==> config.mk <==
export PLATFORM = sky130hd
export DESIGN_NAME = irqc_top
export DESIGN_NICKNAME = d
export VERILOG_FILES = /design/src/rtl/irqc_pkg.sv /design/src/rtl/irqc_ctrl_reg.sv /design/src/rtl/irqc_src_latch.sv /design/src/rtl/irqc_lvl_drv.sv /design/src/rtl/irqc_top.sv
export SDC_FILE = /design/constraint.sdc
export NUM_CORES = 1
export LEC_CHECK = 0
export CAP_MARGIN = 20
export CORE_MARGIN = 5
export CORE_UTILIZATION = 23
export CTS_BUF_LIST = sky130_fd_sc_hd__clkbuf_8 sky130_fd_sc_hd__clkbuf_16
export CTS_CLUSTER_DIAMETER = 60
export DETAILED_ROUTE_END_ITERATION = 7
export HOLD_SLACK_MARGIN = 0.02
export PLACE_DENSITY = 0.46
export SLEW_MARGIN = 40
export SYNTH_ARGS = -nofsm -noshare
export SYNTH_HDL_FRONTEND = slang
export SYNTH_HIERARCHICAL = 1
export SYNTH_SLANG_ARGS = --single-unit
==> constraint.sdc <==
create_clock -name clk_i -period 2.3 [get_ports clk_i]
set_input_delay 0.69 -clock clk_i [delete_from_list [all_inputs] [get_ports clk_i]]
set_output_delay 0.69 -clock clk_i [all_outputs]
set_load 0.005 [all_outputs]
==> src/rtl/irqc_pkg.sv <==
package irqc_pkg;
  localparam int unsigned IRQC_N_SRC   = 8;
  localparam int unsigned IRQC_N_LVL   = 7;
  localparam int unsigned IRQC_REG_W   = 16;
  localparam int unsigned IRQC_GEN_BIT = 3;
  localparam int unsigned IRQC_EN_LSB  = 8;

  // source index order, also the enable-bit order from IRQC_EN_LSB upward
  typedef enum int unsigned {
    SRC_CH1  = 0,
    SRC_CH2  = 1,
    SRC_CH3  = 2,
    SRC_CH4  = 3,
    SRC_OVLD = 4,
    SRC_PRET = 5,
    SRC_DONE = 6,
    SRC_TRIG = 7
  } irqc_src_e;

  localparam logic RD_SEL_CTRL = 1'b0;
  localparam logic RD_SEL_PEND = 1'b1;
endpackage

==> src/rtl/irqc_ctrl_reg.sv <==
module irqc_ctrl_reg #(
  parameter int unsigned REG_W   = 16,
  parameter int unsigned N_SRC   = 8,
  parameter int unsigned LVL_W   = 3,
  parameter int unsigned GEN_BIT = 3,
  parameter int unsigned EN_LSB  = 8
) (
  input  logic             clk_i,
  input  logic             rst_ni,
  input  logic             wr_en_i,
  input  logic [REG_W-1:0] wr_data_i,
  output logic [LVL_W-1:0] lvl_o,
  output logic             glb_en_o,
  output logic [N_SRC-1:0] src_en_o,
  output logic [REG_W-1:0] rb_o
);
  localparam logic [REG_W-1:0] LVL_MASK = REG_W'((1 << LVL_W) - 1);
  localparam logic [REG_W-1:0] GEN_MASK = REG_W'(1) << GEN_BIT;
  localparam logic [REG_W-1:0] EN_MASK  = REG_W'((1 << N_SRC) - 1) << EN_LSB;
  localparam logic [REG_W-1:0] KEEP     = LVL_MASK | GEN_MASK | EN_MASK;

  logic [REG_W-1:0] word_q;

  always_ff @(posedge clk_i or negedge rst_ni) begin
    if (!rst_ni)      word_q <= '0;
    else if (wr_en_i) word_q <= wr_data_i & KEEP;
  end

  assign lvl_o    = word_q[LVL_W-1:0];
  assign glb_en_o = word_q[GEN_BIT];
  assign src_en_o = word_q[EN_LSB +: N_SRC];
  assign rb_o     = word_q;

  // unused bits never hold a one after any write
  p_rsvd_zero_r8: assert property (@(posedge clk_i) disable iff (!rst_ni)
    wr_en_i |=> (rb_o & ~KEEP) == '0);
  // a write is returned on the following cycle for kept bits
  p_wr_readback_r8: assert property (@(posedge clk_i) disable iff (!rst_ni)
    wr_en_i |=> (rb_o == ($past(wr_data_i) & KEEP)));
endmodule

==> src/rtl/irqc_src_latch.sv <==
module irqc_src_latch #(
  parameter int unsigned N_SRC = 8
) (
  input  logic             clk_i,
  input  logic             rst_ni,
  input  logic [N_SRC-1:0] evt_i,
  input  logic [N_SRC-1:0] src_en_i,
  input  logic             iack_i,
  output logic [N_SRC-1:0] pend_o
);
  logic [N_SRC-1:0] prev_q;
  logic [N_SRC-1:0] pend_q;
  logic [N_SRC-1:0] rise_c;

  for (genvar i = 0; i < N_SRC; i++) begin : g_src
    logic clr_c;
    logic nxt_c;

    assign rise_c[i] = evt_i[i] & ~prev_q[i];
    assign clr_c     = iack_i & src_en_i[i] & pend_q[i];
    // a fresh edge wins over a same-cycle acknowledge
    assign nxt_c     = rise_c[i] | (pend_q[i] & ~clr_c);

    always_ff @(posedge clk_i or negedge rst_ni) begin
      if (!rst_ni) begin
        prev_q[i] <= 1'b1;
        pend_q[i] <= 1'b0;
      end else begin
        prev_q[i] <= evt_i[i];
        pend_q[i] <= nxt_c;
      end
    end

    // a latch only comes up after a sampled low-to-high input
    p_set_needs_edge_r5: assert property (@(posedge clk_i) disable iff (!rst_ni)
      $rose(pend_q[i]) |-> ($past(evt_i[i]) && !$past(prev_q[i])));
    // every sampled rise is caught
    p_edge_caught_r5: assert property (@(posedge clk_i) disable iff (!rst_ni)
      rise_c[i] |=> pend_q[i]);
    // acknowledge empties a set, enabled latch absent a new edge
    p_ack_clears_r6: assert property (@(posedge clk_i) disable iff (!rst_ni)
      (iack_i && pend_q[i] && src_en_i[i] && !rise_c[i]) |=> !pend_q[i]);
    // acknowledge leaves a masked latch alone
    p_masked_kept_r6: assert property (@(posedge clk_i) disable iff (!rst_ni)
      (iack_i && pend_q[i] && !src_en_i[i]) |=> pend_q[i]);
    // without acknowledge a set latch stays set
    p_hold_r9: assert property (@(posedge clk_i) disable iff (!rst_ni)
      (!iack_i && pend_q[i]) |=> pend_q[i]);
  end

  assign pend_o = pend_q;
endmodule

==> src/rtl/irqc_lvl_drv.sv <==
module irqc_lvl_drv #(
  parameter int unsigned N_SRC = 8,
  parameter int unsigned N_LVL = 7,
  parameter int unsigned LVL_W = 3
) (
  input  logic             clk_i,
  input  logic             rst_ni,
  input  logic [N_SRC-1:0] pend_i,
  input  logic [N_SRC-1:0] src_en_i,
  input  logic             glb_en_i,
  input  logic [LVL_W-1:0] lvl_i,
  output logic [N_LVL-1:0] irq_o
);
  localparam logic [LVL_W-1:0] TOP_CODE = LVL_W'(N_LVL);

  logic             req_c;
  logic             arm_c;
  logic [N_LVL-1:0] irq_d;
  logic [N_LVL-1:0] irq_q;

  assign req_c = |(pend_i & src_en_i);
  assign arm_c = req_c & glb_en_i;

  for (genvar k = 0; k < N_LVL; k++) begin : g_line
    assign irq_d[k] = arm_c & (lvl_i == LVL_W'(k + 1));
  end

  always_ff @(posedge clk_i or negedge rst_ni) begin
    if (!rst_ni) irq_q <= '0;
    else         irq_q <= irq_d;
  end

  assign irq_o = irq_q;

  // never more than one line
  p_one_line_r1: assert property (@(posedge clk_i) disable iff (!rst_ni)
    $onehot0(irq_o));
  // level code zero drives nothing
  p_lvl_zero_r2: assert property (@(posedge clk_i) disable iff (!rst_ni)
    (lvl_i == '0) |=> (irq_o == '0));
  // global enable off drives nothing
  p_glb_off_r3: assert property (@(posedge clk_i) disable iff (!rst_ni)
    !glb_en_i |=> (irq_o == '0));
  // an enabled pending source with a valid level raises a line
  p_req_line_r4: assert property (@(posedge clk_i) disable iff (!rst_ni)
    (|(pend_i & src_en_i) && glb_en_i && lvl_i != '0 && lvl_i <= TOP_CODE)
      |=> (irq_o != '0));
  // no enabled pending source, no line
  p_no_req_r4: assert property (@(posedge clk_i) disable iff (!rst_ni)
    ((pend_i & src_en_i) == '0) |=> (irq_o == '0));
endmodule

==> src/rtl/irqc_top.sv <==
module irqc_top
  import irqc_pkg::*;
#(
  parameter int unsigned N_SRC   = IRQC_N_SRC,
  parameter int unsigned N_LVL   = IRQC_N_LVL,
  parameter int unsigned REG_W   = IRQC_REG_W,
  parameter int unsigned GEN_BIT = IRQC_GEN_BIT,
  parameter int unsigned EN_LSB  = IRQC_EN_LSB
) (
  input  logic             clk_i,
  input  logic             rst_ni,
  input  logic [N_SRC-1:0] evt_i,
  input  logic             iack_i,
  input  logic             ctrl_wr_i,
  input  logic [REG_W-1:0] ctrl_wdata_i,
  input  logic             rd_sel_i,
  output logic [REG_W-1:0] rd_data_o,
  output logic [N_LVL-1:0] irq_o
);
  localparam int unsigned LVL_W = $clog2(N_LVL + 1);

  logic [LVL_W-1:0] lvl;
  logic             glb_en;
  logic [N_SRC-1:0] src_en;
  logic [REG_W-1:0] ctrl_rb;
  logic [N_SRC-1:0] pend;

  irqc_ctrl_reg #(
    .REG_W(REG_W), .N_SRC(N_SRC), .LVL_W(LVL_W),
    .GEN_BIT(GEN_BIT), .EN_LSB(EN_LSB)
  ) u_ctrl (
    .clk_i(clk_i), .rst_ni(rst_ni),
    .wr_en_i(ctrl_wr_i), .wr_data_i(ctrl_wdata_i),
    .lvl_o(lvl), .glb_en_o(glb_en), .src_en_o(src_en), .rb_o(ctrl_rb)
  );

  irqc_src_latch #(.N_SRC(N_SRC)) u_latch (
    .clk_i(clk_i), .rst_ni(rst_ni),
    .evt_i(evt_i), .src_en_i(src_en), .iack_i(iack_i),
    .pend_o(pend)
  );

  irqc_lvl_drv #(.N_SRC(N_SRC), .N_LVL(N_LVL), .LVL_W(LVL_W)) u_drv (
    .clk_i(clk_i), .rst_ni(rst_ni),
    .pend_i(pend), .src_en_i(src_en), .glb_en_i(glb_en), .lvl_i(lvl),
    .irq_o(irq_o)
  );

  assign rd_data_o = (rd_sel_i == RD_SEL_PEND) ? REG_W'(pend) : ctrl_rb;

  // the status view carries nothing above the source bits
  p_pend_view_r9: assert property (@(posedge clk_i) disable iff (!rst_ni)
    (rd_sel_i == RD_SEL_PEND) |-> ((rd_data_o >> N_SRC) == '0));
endmodule

==> qor.yml <==
power:
  ir_drop_mv: 0.227
  leakagePower_nw: 1.03
  powerDensity_mw_per_mm2: 660
drt:
  route.detailed.vias_per_inst: 3.79
  drt_iter0_markers: 23
  vias: 1007
  ant_nets: 0
  routed_wl_um: 3680
  route.detailed.wl_per_inst_um: 13.8
  drc: 0
  drt-pass1-iter-count: 4
sta:
  rsz0062_at_grt: "no"
  fmax_mhz: 442
  setup-violations-final: 0
  finalCritPeriodShare_pct: 98.4
  fin_setup_tns_ps: 0
  hold_violations: 0
  drv_slew: 0
  skew_ps: 6.14
  fin_crit_ps: 2260
global_routing:
  grt_usage_pct: 8.79
  grt_pass1_wl_um: 5780
  grt_pass1_vias: 1091
  grt_antenna_before_repair: 0
  grt-ovfl-total: 0
  grt_max_degree: 36
floorplanning:
  io_pins: 52
  die_h_um: 94.9
  start_util_pct: 23.2
  core_area_mm2: 0.00714
  rows: 31
  die_x_um: 94.9
  die-area_mm2: 0.00901
setup_path:
  crit_chain: "buf_2, bufbuf_16, mux2_4, clkdlybuf4s15_1"
  crit_path_max_incr_delay_ps: 290
  cp.arrival_ps: 1570
  crit_family: "buffers and inverters"
  crit_path_top_delay_cell: "mux2_4"
  r2r_start: "u_ctrl/rb_o[12]$_DFFE_PN0P_"
  crit_path_start: "rd_sel_i"
  crit_type: "input port to primary output"
  worstPathRequired_ps: 1610
  cp_max_fo: 8
  critPathLaunchType: "input port"
  critPathBufInv: 3
  end_kind: "primary output"
placed_design:
  gp_congestion: 0.724
  post-place-cells: 257
  place_hpwl_um: 2670
  portBuffers: 47
clock_network:
  cts-root-buf: "clkbuf_8"
  cts_tree: "yes"
  clock-sinks: 35
  clk-insertion-delay-late_ps: 280
  cts_buffer_depth: 2
  cts_hold_buf: 0
  clk_pin_slew_ps: 70
  h-tree-depth: 2
  numCtsBuffers: 5
  postCtsSetupRepairBufs: 0
  ctsResizeCount: 23
logic_synthesis:
  syn_area_mm2: 0.00166
  syn_inst: 126
  ys_ff_latch: 35
  syn_area_per_cell_um2: 13.2
  ys_types: 18
  ys_warn_count: 6
  synth-seq-area-share_pct: 53.4
final_layout:
  drive_gt1_share_pct: 29.9
  syn2layout_area_growth_pct: 34.7
  n_antenna_cell: 0
  finalNonFillerCells: 266
  nets: 195
min_path:
  min-delay-start: "u_latch/pend_o[2]$_DFF_PN0_"
  holdCritPathClass: "flop to flop"
run:
  cap_viol_max_count: 0
outcome:
  status: "complete, no violations"
==> registers in the layout, indices dropped and copies added, names as in the netlist <==
signal and count:
u_ctrl/rb_o 12, u_latch/pend_o 8, u_latch/prev_q 8, u_drv/irq_o 7
==> worst reg2reg max path, cell delays in order (launching register included) <==
cell and delay [ps]:
dfrtp_1 410, a22oi_1 240, and4_1 430, nor3_1 120
==> area by class of cell <==
cell class / instances / area [um^2]
clock buffers: 7 / 96.3
well taps: 99 / 124
inverters: 8 / 30.0
flip-flops and latches: 35 / 886
multi-input cells: 65 / 577
repair buffers: 51 / 517
fillers: 761 / 4900
clock inverters: 1 / 3.75
==> worst paths after layout <==
kind / depth (start not counted) / end / slack [ps]
max in group asynchronous: 2 / u_latch/prev_q[2]$_DFF_PN1_ / 1140
min reg2reg: 1 / u_latch/pend_o[2]$_DFF_PN0_ / 530
min in group asynchronous: 2 / u_latch/pend_o[5]$_DFF_PN0_ / 820
min: 1 / u_latch/pend_o[2]$_DFF_PN0_ / 530
max reg2reg: 3 / u_drv/irq_o[4]$_DFF_PN0_ / 960
max: 4 / rd_data_o[6] / 40
==> Yosys cell counts (all sizes together) <==
| master | n | area [um^2] |
|---|---|---|
| dfrtp | 27 | 676 |
| buf | 21 | 176 |
| mux2 | 20 | 270 |
| nand2 | 10 | 37.5 |
| a22o | 8 | 70.1 |
| and2b | 8 | 70.1 |
| dfstp | 8 | 210 |
| inv | 8 | 30.0 |
| nor3 | 6 | 35.0 |
| a22oi | 4 | 30.0 |
| nand2b | 3 | 18.8 |
| and4 | 1 | 8.76 |
| conb | 1 | 3.75 |
| nor4 | 1 | 21.3 |
==> per-layer routing <==
metal | track usage (%) | vias to the layer above | wire length [um]
met4 | 4.69 | 0 | 70
met1 | 10.7 | 486 | 1660
met5 | 0 | - | 0
met2 | 13.7 | 32 | 1710
li1 | - | 485 | -
met3 | 2.95 | 4 | 236
==> metrics by stage <==
stage | setup WS, ps | cell area [um^2] | total power, W | hold WS, ps | utilization, %
global placement | -553 | 2120 | 0.00101 | 511 | 29.7
detailed placement | -553 | 2120 | 0.00102 | 505 | 29.7
CTS | 23.5 | 2230 | 0.00150 | 533 | 31.3
floorplan | 395 | 1670 | 0.000892 | 394 | -
finish | 36.7 | 2230 | 0.00147 | 532 | 31.3
global route | 13.9 | 2230 | 0.00156 | 546 | 31.3
==> power by group <==
| group | switching, W | leakage (nW) | internal [W] |
|---|---|---|---|
| clock | 0.000215 | 0.0557 | 0.000269 |
| combinational | 0.0000963 | 0.562 | 0.000172 |
| sequential | 0.0000467 | 0.411 | 0.000675 |
==> cells by family after synthesis <==
group	Yosys count	synth area share, %
AO/OA/AOI/OAI	12	6.04
buffers and inverters	29	12.5
flip-flops	35	53.4
multiplexers	20	16.3
other	1	0.226
AND/OR/NAND/NOR	29	11.5
==> cell usage in the layout (no fill, tap or decap), drive strengths merged <==
cell type and instances:
buf 4, a22o 8, and2b 8, inv 9
a22oi 4, nor4 1, and4 1, dlygate4sd2 13
nand2 10, dfstp 8, clkdlybuf4s15 3, nor3 6
clkbuf 7, nand2b 3, conb 4, dfrtp 27
mux2 20, bufbuf 1, clkdlybuf4s50 30
Note: power is estimated with default switching activity, not from simulation.
